$ cat src/rtl/paged_addr_pkg.sv
package paged_addr_pkg;
  localparam int IDX_W  = 16;
  localparam int PAGE_W = 8;
  localparam int ADDR_W = IDX_W + PAGE_W;
  localparam int OFS_W  = 16;

  typedef enum logic [1:0] {
    FM_SEQ = 2'd0,
    FM_REL = 2'd1,
    FM_DIR = 2'd2,
    FM_IND = 2'd3
  } fetch_mode_e;

  function automatic logic [ADDR_W-1:0] seq_target(input logic [ADDR_W-1:0] cur);
    return cur + ADDR_W'(1);
  endfunction

  function automatic logic [ADDR_W-1:0] rel_target(input logic [ADDR_W-1:0] cur,
                                                   input logic [OFS_W-1:0]  ofs);
    logic [ADDR_W-1:0] ext;
    ext = {{(ADDR_W-OFS_W){ofs[OFS_W-1]}}, ofs};
    return cur + ext;
  endfunction

  function automatic logic [ADDR_W-1:0] paged(input logic [PAGE_W-1:0] pg,
                                              input logic [IDX_W-1:0]  low);
    return {pg, low};
  endfunction
endpackage

$ cat src/rtl/pg_reg.sv
module pg_reg #(
  parameter int W = 8
) (
  input  logic         clk,
  input  logic         rst_n,
  input  logic         we,
  input  logic [W-1:0] d,
  output logic [W-1:0] q
);
  always_ff @(posedge clk or negedge rst_n) begin
    if (!rst_n)  q <= '0;
    else if (we) q <= d;
  end

  a_r9_hold_unwritten: assert property (@(posedge clk) disable iff (!rst_n)
    !we |=> $stable(q));
  a_r2_load: assert property (@(posedge clk) disable iff (!rst_n)
    we |=> q == $past(d));
endmodule

$ cat src/rtl/dag_unit.sv
module dag_unit
  import paged_addr_pkg::*;
(
  input  logic              clk,
  input  logic              rst_n,
  input  logic              idx_we,
  input  logic [IDX_W-1:0]  idx_wdata,
  input  logic              pg_we,
  input  logic [PAGE_W-1:0] pg_wdata,
  output logic [ADDR_W-1:0] addr
);
  logic [IDX_W-1:0]  idx_q;
  logic [PAGE_W-1:0] page_q;

  pg_reg #(.W(IDX_W)) u_idx (
    .clk(clk), .rst_n(rst_n), .we(idx_we), .d(idx_wdata), .q(idx_q)
  );
  pg_reg #(.W(PAGE_W)) u_page (
    .clk(clk), .rst_n(rst_n), .we(pg_we), .d(pg_wdata), .q(page_q)
  );

  assign addr = paged(page_q, idx_q);

  // index rewrite alone must never move the page
  logic idx_only_wr;
  assign idx_only_wr = idx_we && !pg_we;

  a_r3_page_not_inferred: assert property (@(posedge clk) disable iff (!rst_n)
    idx_only_wr |=> addr[ADDR_W-1:IDX_W] == $past(addr[ADDR_W-1:IDX_W]));
  a_r1_index_low_half: assert property (@(posedge clk) disable iff (!rst_n)
    idx_we |=> addr[IDX_W-1:0] == $past(idx_wdata));
endmodule

$ cat src/rtl/fetch_sel.sv
module fetch_sel
  import paged_addr_pkg::*;
(
  input  logic              clk,
  input  logic              rst_n,
  input  logic              ijp_we,
  input  logic [PAGE_W-1:0] ijp_wdata,
  input  fetch_mode_e       mode,
  input  logic [ADDR_W-1:0] pc,
  input  logic [OFS_W-1:0]  rel_ofs,
  input  logic [ADDR_W-1:0] dir_imm,
  input  logic [IDX_W-1:0]  ind_src,
  output logic [ADDR_W-1:0] fetch_addr
);
  logic [PAGE_W-1:0] ijp_q;
  logic              seq_wrap;
  logic              is_ind;

  pg_reg #(.W(PAGE_W)) u_ijp (
    .clk(clk), .rst_n(rst_n), .we(ijp_we), .d(ijp_wdata), .q(ijp_q)
  );

  always_comb begin
    unique case (mode)
      FM_SEQ:  fetch_addr = seq_target(pc);
      FM_REL:  fetch_addr = rel_target(pc, rel_ofs);
      FM_DIR:  fetch_addr = dir_imm;
      default: fetch_addr = paged(ijp_q, ind_src);
    endcase
  end

  assign seq_wrap = (mode == FM_SEQ) && (&pc);
  assign is_ind   = (mode == FM_IND);

  a_r5_seq_wraps: assert property (@(posedge clk) disable iff (!rst_n)
    seq_wrap |-> fetch_addr == '0);
  a_r7_direct_passthru: assert property (@(posedge clk) disable iff (!rst_n)
    (mode == FM_DIR) |-> fetch_addr == dir_imm);
  a_r8_ind_page: assert property (@(posedge clk) disable iff (!rst_n)
    (is_ind && ijp_we) |=> (!is_ind || fetch_addr[ADDR_W-1:IDX_W] == $past(ijp_wdata)));
endmodule

$ cat src/rtl/paged_addr_gen.sv
module paged_addr_gen
  import paged_addr_pkg::*;
#(
  parameter int NUM_DAG = 2,
  localparam int SEL_W  = (NUM_DAG > 1) ? $clog2(NUM_DAG) : 1
) (
  input  logic               clk,
  input  logic               rst_n,
  input  logic [NUM_DAG-1:0] idx_we,
  input  logic [IDX_W-1:0]   idx_wdata,
  input  logic [NUM_DAG-1:0] pg_we,
  input  logic [PAGE_W-1:0]  pg_wdata,
  input  logic [SEL_W-1:0]   dag_sel,
  input  logic               ijp_we,
  input  logic [PAGE_W-1:0]  ijp_wdata,
  input  logic [1:0]         fmode,
  input  logic [ADDR_W-1:0]  pc,
  input  logic [OFS_W-1:0]   rel_ofs,
  input  logic [ADDR_W-1:0]  dir_imm,
  input  logic [IDX_W-1:0]   ind_src,
  output logic [ADDR_W-1:0]  data_addr,
  output logic [ADDR_W-1:0]  fetch_addr
);
  logic [ADDR_W-1:0] unit_addr [NUM_DAG];

  for (genvar g = 0; g < NUM_DAG; g++) begin : g_dag
    dag_unit u_dag (
      .clk(clk), .rst_n(rst_n),
      .idx_we(idx_we[g]), .idx_wdata(idx_wdata),
      .pg_we(pg_we[g]), .pg_wdata(pg_wdata),
      .addr(unit_addr[g])
    );
  end

  always_comb begin
    data_addr = '0;
    for (int k = 0; k < NUM_DAG; k++)
      if (dag_sel == SEL_W'(k)) data_addr = unit_addr[k];
  end

  fetch_sel u_fetch (
    .clk(clk), .rst_n(rst_n),
    .ijp_we(ijp_we), .ijp_wdata(ijp_wdata),
    .mode(fetch_mode_e'(fmode)),
    .pc(pc), .rel_ofs(rel_ofs), .dir_imm(dir_imm), .ind_src(ind_src),
    .fetch_addr(fetch_addr)
  );

  // non-indirect fetch must not move while its own inputs hold, whatever pages do
  logic nonpaged_mode;
  assign nonpaged_mode = (fmode != 2'd3);

  a_r10_no_page_in_linear: assert property (@(posedge clk) disable iff (!rst_n)
    (nonpaged_mode && $stable(fmode) && $stable(pc) && $stable(rel_ofs) && $stable(dir_imm))
      |-> $stable(fetch_addr));
endmodule

$ cat config.mk
export PLATFORM = sky130hd
export DESIGN_NAME = paged_addr_gen
export DESIGN_NICKNAME = d
export VERILOG_FILES = /design/src/rtl/paged_addr_pkg.sv /design/src/rtl/pg_reg.sv /design/src/rtl/dag_unit.sv /design/src/rtl/fetch_sel.sv /design/src/rtl/paged_addr_gen.sv
export SDC_FILE = /design/constraint.sdc
export NUM_CORES = 1
export LEC_CHECK = 0
export BUFFER_PORTS_ARGS = -buffer_cell sky130_fd_sc_hd__buf_2
export CAP_MARGIN = 20
export CORE_MARGIN = 3
export CORE_UTILIZATION = 26
export CTS_BUF_LIST = sky130_fd_sc_hd__clkbuf_8
export CTS_CLUSTER_SIZE = 14
export DETAILED_ROUTE_END_ITERATION = 8
export PLACE_DENSITY = 0.59
export SLEW_MARGIN = 20
export SYNTH_ARGS = -nofsm -noshare
export SYNTH_HDL_FRONTEND = slang
export SYNTH_SLANG_ARGS = --single-unit
$ cat constraint.sdc
create_clock -name clk -period 2.6 [get_ports clk]
set_clock_uncertainty 0.1 [all_clocks]
set_input_delay 0 -clock clk [delete_from_list [all_inputs] [get_ports clk]]
set_output_delay 0 -clock clk [all_outputs]
set_load 0.05 [all_outputs]
== Word-level counts from Yosys, hierarchy flattened ==
Index checks and enable logic that the tools add are counted.

* Reduce and logical (&&, ||, !) cells: 1
* Multiply operators: 0
* Equal/unequal tests: 2
* $add $sub $neg: 2
* Bitwise logic cells: 0
* Magnitude comparators: 0
* Divide/modulo/power cells: 0
* Mux-type cells: 2
* Shift operators: 0

{| class="wikitable"
|+ Operator list
! kind !! number
|-
| $pmux W24 S3 || 1
|-
| $add A24 B1 Y24 const B || 1
|-
| $add A24 B24 Y24 || 1
|-
| $mux W24 || 1
|-
| $eq A2 B1 Y1 const B || 1
|-
| $eq A2 B2 Y1 const B || 1
|-
| $logic_not A2 Y1 || 1
|}

* Memory bits (writable): 0
* Register bits: 56
* Logic and storage cells: 12
* Memory bits (read-only): 0
* Output and inout bits: 48
* Bits of input ports: 122
* Memories: 0
* Bits in latches: 0

== Depth between registers and ports, before layout ==
* Word-level depth: 2
* Depth in mapped cells: 12
* Depth with buffers taken out: 11

== Hierarchy ==
Synthesis repeated with hierarchy kept, for this count alone.

* Cells, all modules: 434
* Area, all modules: 4,689.5 µm²

{| class="wikitable"
|+ By module, submodules not included
! module !! cells an instance !! area each (µm²) !! sequential area each (µm²) !! instances
|-
| fetch_sel || 288 || 1,999.4 || 0.0 || 1
|-
| pg_reg at g_dag[0].u_dag.u_idx ... || 34 || 649.4 || 400.4 || 2
|-
| pg_reg at g_dag[0].u_dag.u_page ... || 17 || 331.6 || 200.2 || 3
|-
| paged_addr_gen || 27 || 396.6 || 0.0 || 1
|}

== Worst setup path before layout ==
Ideal clock, no wire load.

* Path kind: input-to-output
* Start point: input fmode[0]
* End point: output fetch_addr[20]
* Arrival: 3.250 ns
* Setup slack: -0.750 ns
* Buffers on the path: 3
* Data required time: 2.500 ns
* Stages on the path: 12
* Path through: buf_2 > nor2b_1 > clkbuf_1 > and2_1 > ha_1 > clkbuf_2 > a21oi_1 > nand2_1 > o211a_1 > o31ai_1 > a21oi_1 > a311oi_1

* Word-level cells in the longest chain between the ends: 2
* Elaborated cells between the ends (all ways): 4
* Those cells by class: eq/ne: 2; mux: 1; reduce/logical: 1

{| class="wikitable"
|+ Ends and longest elaborated chain
! item !! RTL line !! text
|-
| start: declaration || paged_addr_gen.sv:16 || <nowiki>input logic [1:0] fmode,</nowiki>
|-
| $eq A2 B2 Y1 (tied with other cells) || fetch_sel.sv:24 || <nowiki>unique case (mode)</nowiki>
|-
| $pmux W24 S3 * || fetch_sel.sv:24 ||
|-
| end: declaration || paged_addr_gen.sv:22 || <nowiki>output logic [ADDR_W-1:0] fetch_addr</nowiki>
|}

Mark *: on every way between the ends. The rest lies on a longest branch, timed or not.

== Final worst setup path ==
* Start point: input fmode[0]
* End point: output fetch_addr[21]

Same word-level chain as after synthesis.

==> flow_summary.json <==
{
  "num-fill-cells": 1649,
  "die_x_um": 137,
  "yosys_warnings": 0,
  "die_y_um": 137,
  "critPathKind": "input port to output port",
  "firstDrtPassIters": 4,
  "max_stage_delay_ns": 0.30,
  "synth_edf_count": 0,
  "insertion_delay_ns": 0.32,
  "regArea_um2": 1400,
  "globalplace.congestion": 0.841,
  "p_leak_nw": 3.18,
  "synth-compound-area-share_pct": 17.6,
  "yosys.area.top_type": "dfrtp_1",
  "root_buffer": "clkbuf_8",
  "synth_area_leaders": "dfrtp_1, mux2_2, ha_1",
  "dr_total_vias": 4428,
  "grtUsageTotal_pct": 14.7,
  "cts_made_buffers": 5,
  "hold_ws_ns": 0.0224,
  "core_um2": 16600,
  "ir_drop_mv": 0.494,
  "sw_frac_of_total_pct": 37.7,
  "maxCapViolCount": 0,
  "fmax_mhz": 393,
  "power.density_nw_per_um2": 422,
  "area_growth_syn_to_layout_pct": 54.5,
  "ant_nets": 0,
  "synth-seq-area-share_pct": 31.6,
  "grt_pass1_wl_um": 22100,
  "ios": 170,
  "worst_slew_pin_slew_ns": 0.661,
  "finalCriticalPeriod_ns": 2.54,
  "worstSetupStartpointType": "input port",
  "rsz0062_at_grt": "true",
  "io_buffers": 169,
  "finalMaxSlewViolations": 0,
  "seq_power_share_pct": 34.6,
  "crit_path_max_fanout": 6,
  "synth.most_common_cell": "mux2_2",
  "crit_buf_inv": 5,
  "wirelength_um": 14400,
  "critPathSlowestCell": "mux2i_2",
  "synth_area_um2": 4440,
  "netlist-cell-type-count": 57,
  "grt_pass1_vias": 4441,
  "synth-xor-area-share_pct": 2.96,
  "arrival_ns": 2.44,
  "postSynthCellCount": 457,
  "start_util_pct": 26.7,
  "drc": 0,
  "setup_viol": 0,
  "yosysTopAreaCellShare_pct": 31.6,
  "hp-class": "input port to flop",
  "required_ns": 2.50,
  "comb_power_share_pct": 45.1,
  "avgSynthCellArea_um2": 9.71,
  "synth_common_cells": "mux2_2, dfrtp_1, a21oi_1",
  "p_switching_w": 0.00109,
  "synth_simple_gate_area_share_pct": 13.0,
  "p_int_w": 0.00180,
  "pwr-share-clk_pct": 20.2,
  "num_rows": 47,
  "hold_viol_final": 0,
  "synth_top_family_by_area": "multiplexers",
  "layoutNonFillerInstCount": 934,
  "relSlewSlack_pct": 55.9,
  "final_layout_size_suffix_gt1_share_pct": 52.9,
  "status": "finished, final reports clean",
  "htreeDepth": 2,
  "synth_adder_area_share_pct": 5.25,
  "dieArea_um2": 18700,
  "grt_max_degree": 46,
  "dp_hpwl_um": 10800,
  "synth_top_flop_cell": "dfrtp_1",
  "synth-seq-cells": 56,
  "synth_fp_nets": 597,
  "finalCritPeriodShare_pct": 97.9,
  "antenna_found_initial": 1,
  "drt-vias-per-instance": 4.74,
  "multi_input_area_um2": 3170,
  "clock-sinks": 56,
  "cts_tree": "yes",
  "cpLargestDelayFamily": "buffers and inverters",
  "path_clk_slew_ns": 0.11,
  "place_inst": 873,
  "drt-initial-drc-count": 223,
  "async_flop_share_pct": 100,
  "nets": 852,
  "cts_buffer_depth": 2,
  "routedWlPerCell_um": 15.4,
  "grt-ovfl-total": 0,
  "cp_cell_sequence": "buf_8 -> nor2b_4 -> buf_12 -> and2_1 -> ha_4 -> nand4_1 -> nor3_2 -> o211ai_1 -> buf_4 -> buf_4 -> a211oi_4 -> mux2i_2 -> a211oi_4 -> buf_6",
  "synth_mux_area_share_pct": 25.6,
  "endpoint_kind": "output port"
}
[sequential cells by signal, summed over array words and instances (netlist names)]
register,cells
g_dag.u_dag.u_page.q,16
u_fetch.u_ijp.q,8
g_dag.u_dag.u_idx.q,32
[power groups by stage]
stage                     Clock [W]  Combinational [W]  Sequential [W]
after global routing       0.000644            0.00140         0.00101
after detailed placement          0            0.00116         0.00102
after CTS                  0.000616            0.00127         0.00100
final                      0.000585            0.00130         0.00100
after global placement            0            0.00116         0.00101
after floorplan                   0           0.000814         0.00100
[path summary, 6_finish.rpt]
| check | to | depth (start not counted) | slack (ns) | startpoint |
|---|---|---|---|---|
| setup reg to reg | u_fetch.u_ijp.q[1]$_DFFE_PN0P_ | 2 | 1.14 | u_fetch.u_ijp.q[1]$_DFFE_PN0P_ |
| max in group asynchronous | u_fetch.u_ijp.q[2]$_DFFE_PN0P_ | 3 | 1.58 | rst_n |
| min in group asynchronous | g_dag[0].u_dag.u_idx.q[13]$_DFFE_PN0P_ | 2 | 0.15 | rst_n |
| setup / recovery | fetch_addr[21] | 14 | 0.06 | fmode[0] |
| hold / removal | g_dag[1].u_dag.u_page.q[4]$_DFFE_PN0P_ | 2 | 0.02 | pg_we[1] |
| hold reg to reg | g_dag[0].u_dag.u_page.q[2]$_DFFE_PN0P_ | 1 | 0.41 | g_dag[0].u_dag.u_page.q[2]$_DFFE_PN0P_ |
[logic make-up (layout without fill, tap and decap cells)]
| family | after synthesis | in the layout |
|---|---|---|
| mux | 103 | 103 |
| other cells | 0 | 1 |
| flops | 56 | 56 |
| compound gates | 115 | 115 |
| xor+xnor | 15 | 15 |
| simple gates | 110 | 111 |
| fa+ha+maj | 18 | 18 |
| buf+inv | 40 | 295 |
[metal layers]
| metal | part of all wire, % | vias to the layer above | routed length [um] | global-route usage (%) |
|---|---|---|---|---|
| li1 | - | 2187 | - | - |
| met1 | 42 | 2064 | 6070 | 18.1 |
| met2 | 48 | 168 | 6880 | 26.4 |
| met3 | 9.0 | 9 | 1290 | 3.60 |
| met4 | 0.83 | 0 | 119 | 2.69 |
| met5 | 0 | - | 0 | 0 |
[stage by stage]
| stage | utilization, % | instance area (um^2) | TNS, ns | total power, W | worst slack, ns |
|---|---|---|---|---|---|
| final | 41.2 | 6860 | 0 | 0.00289 | 0.0556 |
| after detailed placement | 35.8 | 5950 | -5.40 | 0.00218 | -0.503 |
| after global placement | 35.8 | 5950 | -4.48 | 0.00217 | -0.466 |
| after global routing | 41.2 | 6860 | -0.0819 | 0.00305 | -0.0524 |
| after floorplan | - | 4540 | -0.0800 | 0.00182 | -0.0800 |
| after CTS | 40.0 | 6660 | 0 | 0.00289 | 0.0121 |
[layout make-up]
class / count / area share (%)
clock buffers: 5 / 1.00
inverters: 9 / 0.493
well taps: 220 / 4.01
clock inverters: 3 / 0.675
diodes: 1 / 0.0365
flip-flops and latches: 56 / 20.4
repair buffers: 278 / 27.2
multi-input cells: 362 / 46.2
[cells in the final DEF, fill, tap and decap left out, types with 6 or more instances in the layout]
cell | Yosys | routed
o21ai_0 | 20 | 13
mux2i_1 | 18 | 16
xnor2_1 | 10 | 10
o211ai_1 | 11 | 11
buf_2 | 9 | 157
nor3_1 | 9 | 8
ha_1 | 17 | 9
a21oi_1 | 31 | 27
nor2_1 | 22 | 21
buf_6 | 2 | 12
ha_4 | 0 | 7
nand2b_1 | 12 | 10
buf_4 | 0 | 65
inv_1 | 7 | 6
dfrtp_1 | 56 | 56
a21o_1 | 9 | 9
nand2_1 | 29 | 28
and2_1 | 14 | 11
o21ai_1 | 2 | 8
mux2_2 | 84 | 85
dlygate4sd3_1 | 0 | 41
o21a_1 | 6 | 6
[worst reg2reg max path, delay by kind of cell, from the launching register on]
kind / cells / cell delay (ns)
buffers and inverters: 1 / 0.55
muxes: 1 / 0.27
DFF: 1 / 0.43
[what timing repair did]
| action | CTS | global route |
|---|---|---|
| hold buffers | 41 | 0 |
| gates resized for setup | 32 | 30 |
| cloned | 1 | 0 |
| hold endpoints to repair | 83 | 0 |
| pin swaps | 13 | 16 |
| endpoints found under the setup margin | 18 | 11 |
| setup buffers | 4 | 8 |
(Power assumes the default switching activity.)
